===== config.mk =====
export PLATFORM = sky130hd
export DESIGN_NAME = eep_i2c_slave
export DESIGN_NICKNAME = d
export VERILOG_FILES = /design/src/rtl/eep_pkg.sv /design/src/rtl/eep_bus_sampler.sv /design/src/rtl/eep_array.sv /design/src/rtl/eep_busy_timer.sv /design/src/rtl/eep_i2c_slave.sv
export SDC_FILE = /design/constraint.sdc
export NUM_CORES = 2
export LEC_CHECK = 0
export BUFFER_PORTS_ARGS = -buffer_cell sky130_fd_sc_hd__buf_4
export CORE_MARGIN = 4
export CORE_UTILIZATION = 30
export CTS_CLUSTER_SIZE = 8
export DETAILED_ROUTE_END_ITERATION = 8
export GPL_ROUTABILITY_DRIVEN = 0
export PLACE_DENSITY = 0.44
export SYNTH_ARGS = -nofsm -noshare
export SYNTH_HDL_FRONTEND = slang
export SYNTH_SLANG_ARGS = --single-unit

===== constraint.sdc =====
create_clock -name clk -period 3.3 [get_ports clk]
set_input_delay 0.165 -clock clk [delete_from_list [all_inputs] [get_ports clk]]
set_output_delay 0.165 -clock clk [all_outputs]
set_load 0.01 [all_outputs]

===== src/rtl/eep_pkg.sv =====
package eep_pkg;
    typedef enum logic [3:0] {
        S_IDLE,
        S_CTRL,
        S_CACK,
        S_ADDR,
        S_AACK,
        S_WDAT,
        S_WACK,
        S_RDAT,
        S_RACK
    } eep_state_e;
endpackage


===== src/rtl/eep_bus_sampler.sv =====
module eep_bus_sampler #(
    parameter int STAGES = 2
) (
    input  logic clk,
    input  logic rst_n,
    input  logic scl_i,
    input  logic sda_i,
    output logic scl_s,
    output logic sda_s,
    output logic scl_rise,
    output logic scl_fall,
    output logic start_det,
    output logic stop_det
);
    logic [STAGES-1:0] scl_pipe_q, scl_pipe_d;
    logic [STAGES-1:0] sda_pipe_q, sda_pipe_d;
    logic              scl_prev_q, scl_prev_d;
    logic              sda_prev_q, sda_prev_d;

    always_comb begin
        scl_pipe_d = {scl_pipe_q[STAGES-2:0], scl_i};
        sda_pipe_d = {sda_pipe_q[STAGES-2:0], sda_i};
        scl_prev_d = scl_pipe_q[STAGES-1];
        sda_prev_d = sda_pipe_q[STAGES-1];
    end

    always_ff @(posedge clk or negedge rst_n) begin
        if (!rst_n) begin
            scl_pipe_q <= '1;
            sda_pipe_q <= '1;
            scl_prev_q <= 1'b1;
            sda_prev_q <= 1'b1;
        end else begin
            scl_pipe_q <= scl_pipe_d;
            sda_pipe_q <= sda_pipe_d;
            scl_prev_q <= scl_prev_d;
            sda_prev_q <= sda_prev_d;
        end
    end

    assign scl_s     = scl_pipe_q[STAGES-1];
    assign sda_s     = sda_pipe_q[STAGES-1];
    assign scl_rise  = scl_s & ~scl_prev_q;
    assign scl_fall  = ~scl_s & scl_prev_q;
    assign start_det = scl_s & scl_prev_q & sda_prev_q & ~sda_s;
    assign stop_det  = scl_s & scl_prev_q & ~sda_prev_q & sda_s;
endmodule


===== src/rtl/eep_array.sv =====
module eep_array #(
    parameter int ADDR_W = 8,
    parameter int DATA_W = 8
) (
    input  logic              clk,
    input  logic              rst_n,
    input  logic              we,
    input  logic [ADDR_W-1:0] waddr,
    input  logic [DATA_W-1:0] wdata,
    input  logic [ADDR_W-1:0] raddr,
    output logic [DATA_W-1:0] rdata
);
    localparam int DEPTH = 1 << ADDR_W;

    logic [DATA_W-1:0] mem_q [DEPTH];
    logic [DATA_W-1:0] mem_d [DEPTH];

    always_comb begin
        mem_d = mem_q;
        if (we) mem_d[waddr] = wdata;
    end

    always_ff @(posedge clk or negedge rst_n) begin
        if (!rst_n) mem_q <= '{default: '0};
        else        mem_q <= mem_d;
    end

    assign rdata = mem_q[raddr];
endmodule


===== src/rtl/eep_busy_timer.sv =====
module eep_busy_timer #(
    parameter int BUSY_CYCLES = 2000
) (
    input  logic clk,
    input  logic rst_n,
    input  logic load_i,
    output logic busy_o
);
    localparam int CW = $clog2(BUSY_CYCLES + 1);

    logic [CW-1:0] cnt_q, cnt_d;

    always_comb begin
        cnt_d = cnt_q;
        if (load_i)              cnt_d = CW'(BUSY_CYCLES);
        else if (cnt_q != '0)    cnt_d = cnt_q - CW'(1);
    end

    always_ff @(posedge clk or negedge rst_n) begin
        if (!rst_n) cnt_q <= '0;
        else        cnt_q <= cnt_d;
    end

    assign busy_o = (cnt_q != '0);
endmodule


===== src/rtl/eep_i2c_slave.sv =====
module eep_i2c_slave
    import eep_pkg::*;
#(
    parameter int          ADDR_W      = 8,
    parameter int          DATA_W      = 8,
    parameter logic [6:0]  DEV_ID      = 7'b1010000,
    parameter int          BUSY_CYCLES = 2000,
    parameter int          SYNC_STAGES = 2
) (
    input  logic clk,
    input  logic rst_n,
    input  logic scl_i,
    input  logic sda_i,
    output logic sda_oe_o
);
    localparam int BCW = $clog2(DATA_W + 1);
    localparam logic [BCW-1:0] FRAME_BITS = BCW'(DATA_W);

    typedef struct packed {
        eep_state_e        state;
        logic [BCW-1:0]    bitcnt;
        logic [DATA_W-1:0] shreg;
        logic [ADDR_W-1:0] ptr;
        logic [DATA_W-1:0] wdata;
        logic              pending;
        logic              rd;
        logic              mack;
        logic              oe;
    } slv_t;

    slv_t st_q, st_d;

    logic scl_s, sda_s, scl_rise, scl_fall, start_det, stop_det;
    logic busy, mem_we, busy_load;
    logic [DATA_W-1:0] rd_data;

    eep_bus_sampler #(.STAGES(SYNC_STAGES)) u_sampler (
        .clk       (clk),
        .rst_n     (rst_n),
        .scl_i     (scl_i),
        .sda_i     (sda_i),
        .scl_s     (scl_s),
        .sda_s     (sda_s),
        .scl_rise  (scl_rise),
        .scl_fall  (scl_fall),
        .start_det (start_det),
        .stop_det  (stop_det)
    );

    eep_array #(.ADDR_W(ADDR_W), .DATA_W(DATA_W)) u_array (
        .clk   (clk),
        .rst_n (rst_n),
        .we    (mem_we),
        .waddr (st_q.ptr),
        .wdata (st_q.wdata),
        .raddr (st_q.ptr),
        .rdata (rd_data)
    );

    eep_busy_timer #(.BUSY_CYCLES(BUSY_CYCLES)) u_busy (
        .clk    (clk),
        .rst_n  (rst_n),
        .load_i (busy_load),
        .busy_o (busy)
    );

    always_comb begin
        st_d      = st_q;
        mem_we    = 1'b0;
        busy_load = 1'b0;
        if (start_det) begin
            st_d.state   = S_CTRL;
            st_d.bitcnt  = '0;
            st_d.oe      = 1'b0;
            st_d.pending = 1'b0;
        end else if (stop_det) begin
            if (st_q.pending) begin
                mem_we    = 1'b1;
                busy_load = 1'b1;
                st_d.ptr  = st_q.ptr + ADDR_W'(1);
            end
            st_d.pending = 1'b0;
            st_d.state   = S_IDLE;
            st_d.oe      = 1'b0;
        end else begin
            case (st_q.state)
                S_CTRL, S_ADDR, S_WDAT: begin
                    if (scl_rise) begin
                        st_d.shreg  = {st_q.shreg[DATA_W-2:0], sda_s};
                        st_d.bitcnt = st_q.bitcnt + BCW'(1);
                    end else if (scl_fall && st_q.bitcnt == FRAME_BITS) begin
                        st_d.bitcnt = '0;
                        case (st_q.state)
                            S_CTRL: begin
                                if (st_q.shreg[DATA_W-1 -: 7] == DEV_ID && !busy) begin
                                    st_d.oe    = 1'b1;
                                    st_d.rd    = st_q.shreg[0];
                                    st_d.state = S_CACK;
                                end else begin
                                    st_d.state = S_IDLE;
                                end
                            end
                            S_ADDR: begin
                                st_d.ptr   = st_q.shreg[ADDR_W-1:0];
                                st_d.oe    = 1'b1;
                                st_d.state = S_AACK;
                            end
                            default: begin
                                st_d.wdata   = st_q.shreg;
                                st_d.pending = 1'b1;
                                st_d.oe      = 1'b1;
                                st_d.state   = S_WACK;
                            end
                        endcase
                    end
                end
                S_CACK: begin
                    if (scl_fall) begin
                        if (st_q.rd) begin
                            st_d.shreg = rd_data;
                            st_d.oe    = ~rd_data[DATA_W-1];
                            st_d.state = S_RDAT;
                        end else begin
                            st_d.oe    = 1'b0;
                            st_d.state = S_ADDR;
                        end
                    end
                end
                S_AACK: begin
                    if (scl_fall) begin
                        st_d.oe    = 1'b0;
                        st_d.state = S_WDAT;
                    end
                end
                S_WACK: begin
                    if (scl_fall) begin
                        st_d.oe    = 1'b0;
                        st_d.state = S_IDLE;
                    end
                end
                S_RDAT: begin
                    if (scl_rise) begin
                        st_d.bitcnt = st_q.bitcnt + BCW'(1);
                    end else if (scl_fall) begin
                        if (st_q.bitcnt == FRAME_BITS) begin
                            st_d.oe     = 1'b0;
                            st_d.bitcnt = '0;
                            st_d.ptr    = st_q.ptr + ADDR_W'(1);
                            st_d.state  = S_RACK;
                        end else begin
                            st_d.shreg = {st_q.shreg[DATA_W-2:0], 1'b0};
                            st_d.oe    = ~st_q.shreg[DATA_W-2];
                        end
                    end
                end
                S_RACK: begin
                    if (scl_rise) begin
                        st_d.mack = ~sda_s;
                    end else if (scl_fall) begin
                        if (st_q.mack) begin
                            st_d.shreg = rd_data;
                            st_d.oe    = ~rd_data[DATA_W-1];
                            st_d.state = S_RDAT;
                        end else begin
                            st_d.oe    = 1'b0;
                            st_d.state = S_IDLE;
                        end
                    end
                end
                default: ;
            endcase
        end
    end

    always_ff @(posedge clk or negedge rst_n) begin
        if (!rst_n) begin
            st_q       <= '0;
            st_q.state <= S_IDLE;
        end else begin
            st_q <= st_d;
        end
    end

    assign sda_oe_o = st_q.oe;

    AST_OE_SCL_LOW: assert property (@(posedge clk) disable iff (!rst_n)
        (st_q.oe != $past(st_q.oe)) |-> (!$past(scl_s) || $past(start_det) || $past(stop_det)))
        else $error("data enable changed while SCL high");

    AST_NO_ACK_WHILE_BUSY: assert property (@(posedge clk) disable iff (!rst_n)
        (st_q.state == S_CACK && st_q.oe) |-> !busy)
        else $error("control byte acknowledged while busy");

    AST_IDLE_RELEASED: assert property (@(posedge clk) disable iff (!rst_n)
        (st_q.state == S_IDLE) |-> !st_q.oe)
        else $error("bus driven while idle");

    AST_FRAME_LIMIT: assert property (@(posedge clk) disable iff (!rst_n)
        st_q.bitcnt <= FRAME_BITS)
        else $error("bit counter past frame");

    AST_SEQ_PTR_STEP: assert property (@(posedge clk) disable iff (!rst_n)
        (st_q.state == S_RDAT && st_d.state == S_RACK) |=> st_q.ptr == $past(st_q.ptr) + ADDR_W'(1))
        else $error("pointer did not advance by one");
endmodule


Yosys cells after proc, flatten, opt, wreduce, memory -nomap -nowiden
Index checks and enable logic that the tools add are counted.

word-level totals
  logic and storage cells = 432
  flip-flop bits (word level) = 2,101
  input port bits = 4
  output and inout port bits = 1

cells by class
  bitwise logic cells = 18
  add/sub/neg operators = 3
  reduce and logical (&&, ||, !) cells = 25
  equality and inequality tests = 44
  mux-type cells = 70
  $lt $le $gt $ge = 2

operators by type and width
  operator                                            count
  bitwise mux 2048 bit                                1
  two-way mux 8 bit                                   17
  binary-select mux 8 bit (select 8 bit)              1
  demux 8 bit (select 8 bit)                          1
  inequality test 4 bit, second input constant        13
  two-way mux 4 bit                                   10
  two-way mux 18 bit                                  2
  one-hot mux 8 bit (4 select lines)                  1
  two-way mux 24 bit                                  1
  one-hot mux 4 bit (6 select lines)                  1
  two-way mux 1 bit                                   22
  two-way mux 11 bit                                  2
  inequality test 2 bit, second input constant        11
  inequality test 3 bit, second input constant        6
  == test 4 x 3 -> 1 bit, second input constant       4
  two-way mux 16 bit                                  1
  one-hot mux 4 bit (2 select lines)                  2
  one-hot mux 8 bit (2 select lines)                  1
  two-way mux 12 bit                                  1
  AND reduction 12 bit                                1
  nonzero test 3 bit                                  4
  AND reduction 11 bit                                1
  nonzero test 11 bit                                 1
  subtractor 11 x 1 -> 11 bit, second input constant  1
  other kinds (32)                                    56

Depth between registers and ports, before layout
  word-level depth = 11
  depth in mapped cells = 12
  depth with buffers taken out = 9

Hierarchy
Synthesis repeated with hierarchy kept, for this count alone.

unflattened totals
  cells, all modules = 6,377
  area total of the unflattened synthesis = 96,460.0 um2

by module, submodules not included
  module           cells each  seq. area each (um2)  area an instance (um2)  instances
  eep_array        6,068       51,249.2              93,414.6                1
  eep_i2c_slave    237         900.9                 2,262.2                 1
  eep_busy_timer   62          275.3                 593.1                   1
  eep_bus_sampler  10          157.7                 190.2                   1

Least setup slack after synthesis
No wires, ideal clock.

  kind = reg2reg
  start point = register st_q[13] (netlist name)
  end point = register u_array.mem_q[1808] (netlist name)
  clock period less this slack = 3,083 ps
  required time = 3,175 ps
  data arrival time = 2,959 ps
  cell stages (with the launch flop) = 12
  setup slack = 217 ps
  buffers on the path = 6
  setup time = 125 ps
  path through = dfrtp_1 buf_2 buf_1 clkbuf_1 buf_1 inv_1 ha_1 and3_1 clkbuf_1 clkbuf_1 nand2_1 mux2_2

on the way
  cells in the longest elaborated chain, start to end = 6
  elaborated cells on any way between the ends = 7
  classes of those cells = 2 x order compare; 3 x mux; 1 x bitwise; 1 x reduce/logical

RTL lines
  item                                                                                                            RTL line              text
  start: declaration                                                                                              eep_i2c_slave.sv:31   slv_t st_q, st_d;
  start signal: assignment                                                                                        eep_i2c_slave.sv:180  st_q <= st_d;
  NOT 8 -> 9 bit (not written as such) *                                                                          eep_array.sv:20       if (we) mem_d[waddr] = wdata;
  greater-or-equal comparator 9 bit (not written as such) or less-than comparator 9 x 1 -> 1 bit (tied branches)  eep_array.sv:20
  logical AND 1 bit (not written as such)                                                                         eep_array.sv:20
  two-way mux 8 bit (not written as such)                                                                         eep_array.sv:20
  demux 8 bit (select 8 bit) *                                                                                    eep_array.sv:20
  bitwise mux 2048 bit *                                                                                          eep_array.sv:20
  end signal: assignment                                                                                          eep_array.sv:25       else mem_q <= mem_d;
  end: declaration                                                                                                eep_array.sv:15       logic [DATA_W-1:0] mem_q [DEPTH];

Every way passes the cells marked *; elsewhere a longest branch is shown, timed or not.
A chain may end at the register's enable or synchronous reset.

Worst setup path in the final report
  start point = register st_q[12] (netlist name)
  end point = register st_q[27] (netlist name)

on the way
  cells in the longest elaborated chain, start to end = 8
  elaborated cells on any way between the ends = 10
  classes of those cells = 9 x mux; 1 x bitwise

RTL lines
  item                                                     RTL line              text
  NOT 8 -> 9 bit (not written as such) *                   eep_array.sv:28       assign rdata = mem_q[raddr];
  binary-select mux 8 bit (select 8 bit) *                 eep_array.sv:28
  two-way mux 8 bit (not written as such) * (2 in series)  eep_array.sv:28
  two-way mux 8 bit                                        eep_i2c_slave.sv:160  if (st_q.mack) begin
  two-way mux 8 bit                                        eep_i2c_slave.sv:159  end else if (scl_fall) begin
  two-way mux 8 bit                                        eep_i2c_slave.sv:157  if (scl_rise) begin
  one-hot mux 8 bit (4 select lines) *                     eep_i2c_slave.sv:86   case (st_q.state)

Every way passes the cells marked *; elsewhere a longest branch is shown, timed or not. The select of a mux whose other input is x is not followed.

==> results list <==
* Outcome: complete, but fails checks
- Failing checks: setup timing
- Walking the worst path, the cells encountered are buf_12, buf_12, buf_16, buf_4, buf_4, mux4_2, a22oi_1, a21oi_1, nor4_2, o22ai_1, nor2_2, o221ai_1.
- For this configuration, the core starts out at a cell density of 0.302.
- Fraction of synthesized cell area taken by the top area cell type: 0.550
- After synthesis, the cell types taking the most area are sky130_fd_sc_hd__dfrtp_1 55%, sky130_fd_sc_hd__mux2_2 24%, sky130_fd_sc_hd__mux4_2 14%, sky130_fd_sc_hd__clkbuf_1 1.4%, sky130_fd_sc_hd__a22oi_1 0.98%.
* Combinational group share of total power: 0.025
* Root Buffer: sky130_fd_sc_hd__clkbuf_16
* Count of buffer and inverter cells on the critical path: 5
* Seq cells post-synth: 2,101
* Commonest cells post-synth: 2,095 x sky130_fd_sc_hd__dfrtp_1, 2,059 x sky130_fd_sc_hd__mux2_2, 588 x sky130_fd_sc_hd__mux4_2
- The worst pin sits at a relative slew slack of 0.344.
- Overall track demand over capacity in global routing: 0.192
- Number of vias per cell: 5.23
- The first routing iteration left approximately 3,700 violations.
* Net load switching power: 0.0129 W
* Switching part of the total power: 0.231
* Area of placed instances: 105,000 um2
- After layout, the minimum clock period comes to 3320 ps.
- The number of global-route vias before repair is 60,600.
- For this run, the share of the core covered by cells in the final layout is 0.363.
* Worst Max-Slew Pin Slew: 983 ps
- Placement row count: ~210
- Metal-1 WL: about 150,000 um
- Number of vias after detailed routing: about 57,000
- Least setup slack across all paths after layout: -20.7 ps
- Final hold slack: 356 ps
- The worst-case IR drop observed on VDD is roughly 0.36 mV.
- In this run the number of H-tree levels came out at 5.
- Of the total power, the clock network draws 0.506.
- RSZ-0062 raised after global routing: yes
- Of the total synthesized cell area, the portion taken by full adders, half adders and majority gates is 0.00144.
* Io pins: 5
- Highest cell delay on the worst timing path: 540 ps
- Of the total power, registers draw 0.468.
- Data on the critical path arrives at its endpoint at roughly 4100 ps.
* Avg Inst Size Synth: 15.8 um2
- The tree built by TritonCTS fans out to 2,101 sinks.
* Max-cap violations: 0
- Clock latency on the worst-skew pair, taken at its later pin, is 900 ps.
- The finished cells cover 115,000 um2.
* Main combinational cell family by area after synthesis: multiplexers
* Number of buffers created by CTS: 301
- Entering global routing, the biggest net connects 133 pins.
- Cell type group with the largest total delay on the critical path: compound AO/OA/AOI/OAI gates
- Counting instances, the worst hold path has a depth of 0.
- Counting flops with a built-in enable in the synthesized netlist gives 0.
- Total number of yosys warnings: 0
- In the post-synthesis netlist, the cell with the most instances is sky130_fd_sc_hd__dfrtp_1.
- Counting flops with an async set or reset pin after synthesis yields a share of 1.00.
- Of the total synthesized cell area, the portion taken by AND, OR, NAND and NOR gates is 0.0229.
* Path class of the lowest-slack min-delay path: flip-flop to flip-flop
- Cell area after synthesis: between 90,000 and 100,000 um2
- Startpoint Class: flip-flop
- Initial antenna violation count: 15
- Routed wire length on met2: 147,000 um
* Worst hold path startpoint: u_sampler.scl_pipe_q[0]$_DFF_PN1_
* Residual overflow from global routing: 0
- The first global-routing pass estimated 460,000 um of wire.
- Wire per inst: 29.0 um
- Slowest cell on the critical path: sky130_fd_sc_hd__nor4_2
- The analysis attributes to cell leakage a power of 53.1 nW.
* XOR/XNOR share of the synthesized area: 0.000551
* Hold path endpoint: u_sampler.scl_pipe_q[1]$_DFF_PN1_
- From left edge to right edge, the die measures 572 um.
- Routed wire length: 314,000 um
* Die Area: approximately 330,000 um2
- In this run the critical register-to-register path is captured at st_q[27]$_DFFE_PN0P_.
* Share of final-layout standard cells stronger than drive strength 1: 0.569
- Final count of pins violating max slew: 0
- Internal power: 0.0429 W
- In this run the power density over the cells is 486 nW/um2.
- WS Path Type: flip-flop to flip-flop
* Final HPWL DP: 204,000 um
- Of the synthesized area, sequential elements account for 0.552.
* Post-synthesis compound-gate area fraction: 0.0198
- Post-synthesis cell type count: 64
- Share of cell area taken by muxes after synthesis: 0.384
- In this run the remaining antenna-violating nets after routing total 0.
- Sort of element at the end of the critical path: flip-flop
* Pre-antenna DRT Iters: 5
* Final hold vios: 0
- Syn Nets: 6,043
- The area growth from synthesis to layout is 20.2%.
* Final #Nets: 6,630
- The clock passes through at most 4 buffers.
- Die Span Y: 572 um
* Synthesized netlist cell count: ~6,000
- Biggest fanout along the worst timing path: 7
- After detailed routing, the number of remaining DRC violations is 0.
* Port bufs: 4
- Derived from the worst setup path, the maximum achievable clock frequency is 0.301 GHz.
- Reg2Reg Setup Slack: -20 ps
- Signal routing reaches up to met4.
- Final setup violating endpoints: 1
- Worst r2r path cells: 12
- In the detailed route, the total length drawn on met3 is 12,900 um.
- Between clock sinks in the finished design, the worst skew comes to 46.3 ps.
- The total area inside the core boundary comes to around 320,000 um2.
- Data required time of the worst path: 4050 ps
- Clock input transition at the sequential cells of the worst setup and hold paths: 50 ps
- Summed over all instances, the cell type with the most area after synthesis is sky130_fd_sc_hd__dfrtp_1.
* Dominant register cell in the synthesized netlist: sky130_fd_sc_hd__dfrtp_1
- The worst register-to-register path begins at st_q[12]$_DFFE_PN0P_.
* TritonCTS clock tree: done
- Dividing the final minimum period by the clock period gives 1.01.
[area by class of cell]
type / instances / area, um2
fill: 29600 / 201000
sequential: 2101 / 52600
multi-input combinational: 3465 / 41200
clock buffer: 322 / 7720
timing repair buffer: 726 / 7200
tap: 4160 / 5200
clock inverter: 24 / 547
inverter: 20 / 80.1
antenna: 5 / 12.5
[sequential cells by signal (all words and copies together) (netlist names)]
signal and cells:
u_sampler.scl_pipe_q 2, u_array.mem_q 2048, u_sampler.sda_pipe_q 2, u_sampler.sda_prev_q 1, u_busy.cnt_q 11, u_sampler.scl_prev_q 1, sda_oe_o 1, st_q 35
[stage by stage]
| stage | setup slack [ps] | instances | TNS (ps) | power [W] |
|---|---|---|---|---|
| after floorplan | 217 | 6028 | 0 | 0.0270 |
| after global placement | -530 | 10400 | -12440 | 0.0279 |
| after detailed placement | -497 | 10400 | -9350 | 0.0279 |
| after CTS | -25.8 | 10800 | -47.5 | 0.0567 |
| after global routing | -59.9 | 10800 | -500 | 0.0579 |
| final | -20.7 | 10800 | -20.7 | 0.0557 |
[placed cells by master (no fill, tap or decap), types with 6 or more instances in the layout]
| cell type | n |
|---|---|
| sky130_fd_sc_hd__nand2b_1 | 12 |
| sky130_fd_sc_hd__buf_4 | 587 |
| sky130_fd_sc_hd__clkbuf_1 | 15 |
| sky130_fd_sc_hd__nor2_1 | 192 |
| sky130_fd_sc_hd__ha_1 | 10 |
| sky130_fd_sc_hd__a21oi_2 | 8 |
| sky130_fd_sc_hd__nand2_1 | 185 |
| sky130_fd_sc_hd__nand4_1 | 7 |
| sky130_fd_sc_hd__mux2i_1 | 15 |
| sky130_fd_sc_hd__clkbuf_16 | 308 |
| sky130_fd_sc_hd__or3_1 | 6 |
| sky130_fd_sc_hd__mux2_2 | 2059 |
| sky130_fd_sc_hd__nor4_2 | 6 |
| sky130_fd_sc_hd__a21oi_1 | 66 |
| sky130_fd_sc_hd__mux4_2 | 588 |
| sky130_fd_sc_hd__buf_12 | 108 |
| sky130_fd_sc_hd__dfrtp_4 | 11 |
| sky130_fd_sc_hd__nand3_1 | 20 |
| sky130_fd_sc_hd__dlygate4sd3_1 | 6 |
| sky130_fd_sc_hd__a22oi_2 | 21 |
| sky130_fd_sc_hd__clkinv_16 | 13 |
| sky130_fd_sc_hd__buf_16 | 13 |
| sky130_fd_sc_hd__nor2b_1 | 10 |
| sky130_fd_sc_hd__dfrtp_1 | 2083 |
| sky130_fd_sc_hd__a22oi_1 | 103 |
| sky130_fd_sc_hd__inv_1 | 18 |
| sky130_fd_sc_hd__nor3_1 | 12 |
| sky130_fd_sc_hd__o22ai_1 | 9 |
| sky130_fd_sc_hd__dfstp_2 | 6 |
| sky130_fd_sc_hd__nor4_1 | 8 |
| sky130_fd_sc_hd__o21ai_0 | 33 |
[timing repair]
action | in CTS | in global routing
pin swaps | 4 | 8
endpoints found under the hold margin | 1280 | 0
buffers inserted | 13 | 50
hold buffers | 7 | 0
gates resized for setup | 47 | 30
gates cloned | 2 | 3
endpoints found under the setup margin | 86 | 35
[cell families (layout without fill, tap and decap cells)]
kind of cell    after synthesis  after routing
flops                      2101           2101
buf+inv                     462           1092
xor+xnor                      6              6
mux                        2665           2665
compound gates              280            280
fa+ha+maj                    11             11
other cells                   0              5
simple gates                503            503
[worst reg2reg max path, cell delays in order, from the launching register on]
cell and delay (ps):
sky130_fd_sc_hd__dfrtp_4 510, sky130_fd_sc_hd__buf_12 170, sky130_fd_sc_hd__buf_12 160, sky130_fd_sc_hd__buf_16 160, sky130_fd_sc_hd__buf_4 150, sky130_fd_sc_hd__buf_4 140, sky130_fd_sc_hd__mux4_2 410, sky130_fd_sc_hd__a22oi_1 200
sky130_fd_sc_hd__a21oi_1 240, sky130_fd_sc_hd__nor4_2 540, sky130_fd_sc_hd__o22ai_1 180, sky130_fd_sc_hd__nor2_2 210, sky130_fd_sc_hd__o221ai_1 130
[per-layer routing]
layer  vias up  global-route usage
met5         -                   0
met1     31400               0.273
met2      1080               0.305
li1      23700                   -
met3       389              0.0305
met4         0              0.0480
[how the worst max path moves through the flow]
stage                         startpoint                         endpoint  slack, ps  cells past startpoint
finish              st_q[12]$_DFFE_PN0P_             st_q[27]$_DFFE_PN0P_        -20                     12
global route        st_q[12]$_DFFE_PN0P_             st_q[26]$_DFFE_PN0P_        -60                     12
CTS                 st_q[12]$_DFFE_PN0P_             st_q[27]$_DFFE_PN0P_        -30                     12
detailed placement  st_q[12]$_DFFE_PN0P_             st_q[27]$_DFFE_PN0P_       -500                      9
global placement    st_q[12]$_DFFE_PN0P_             st_q[27]$_DFFE_PN0P_       -530                      9
floorplan           st_q[13]$_DFFE_PN0P_  u_array.mem_q[1808]$_DFFE_PN0P_        220                     11
[power groups by stage]
stage                     registers [W]  logic [W]  clock network, W
final                            0.0261    0.00141            0.0282
after global placement           0.0265    0.00141                 0
after global routing             0.0261    0.00160            0.0302
after CTS                        0.0261    0.00144            0.0292
after floorplan                  0.0264   0.000593                 0
after detailed placement         0.0265    0.00141                 0
Power figures use the tool's default switching activity.
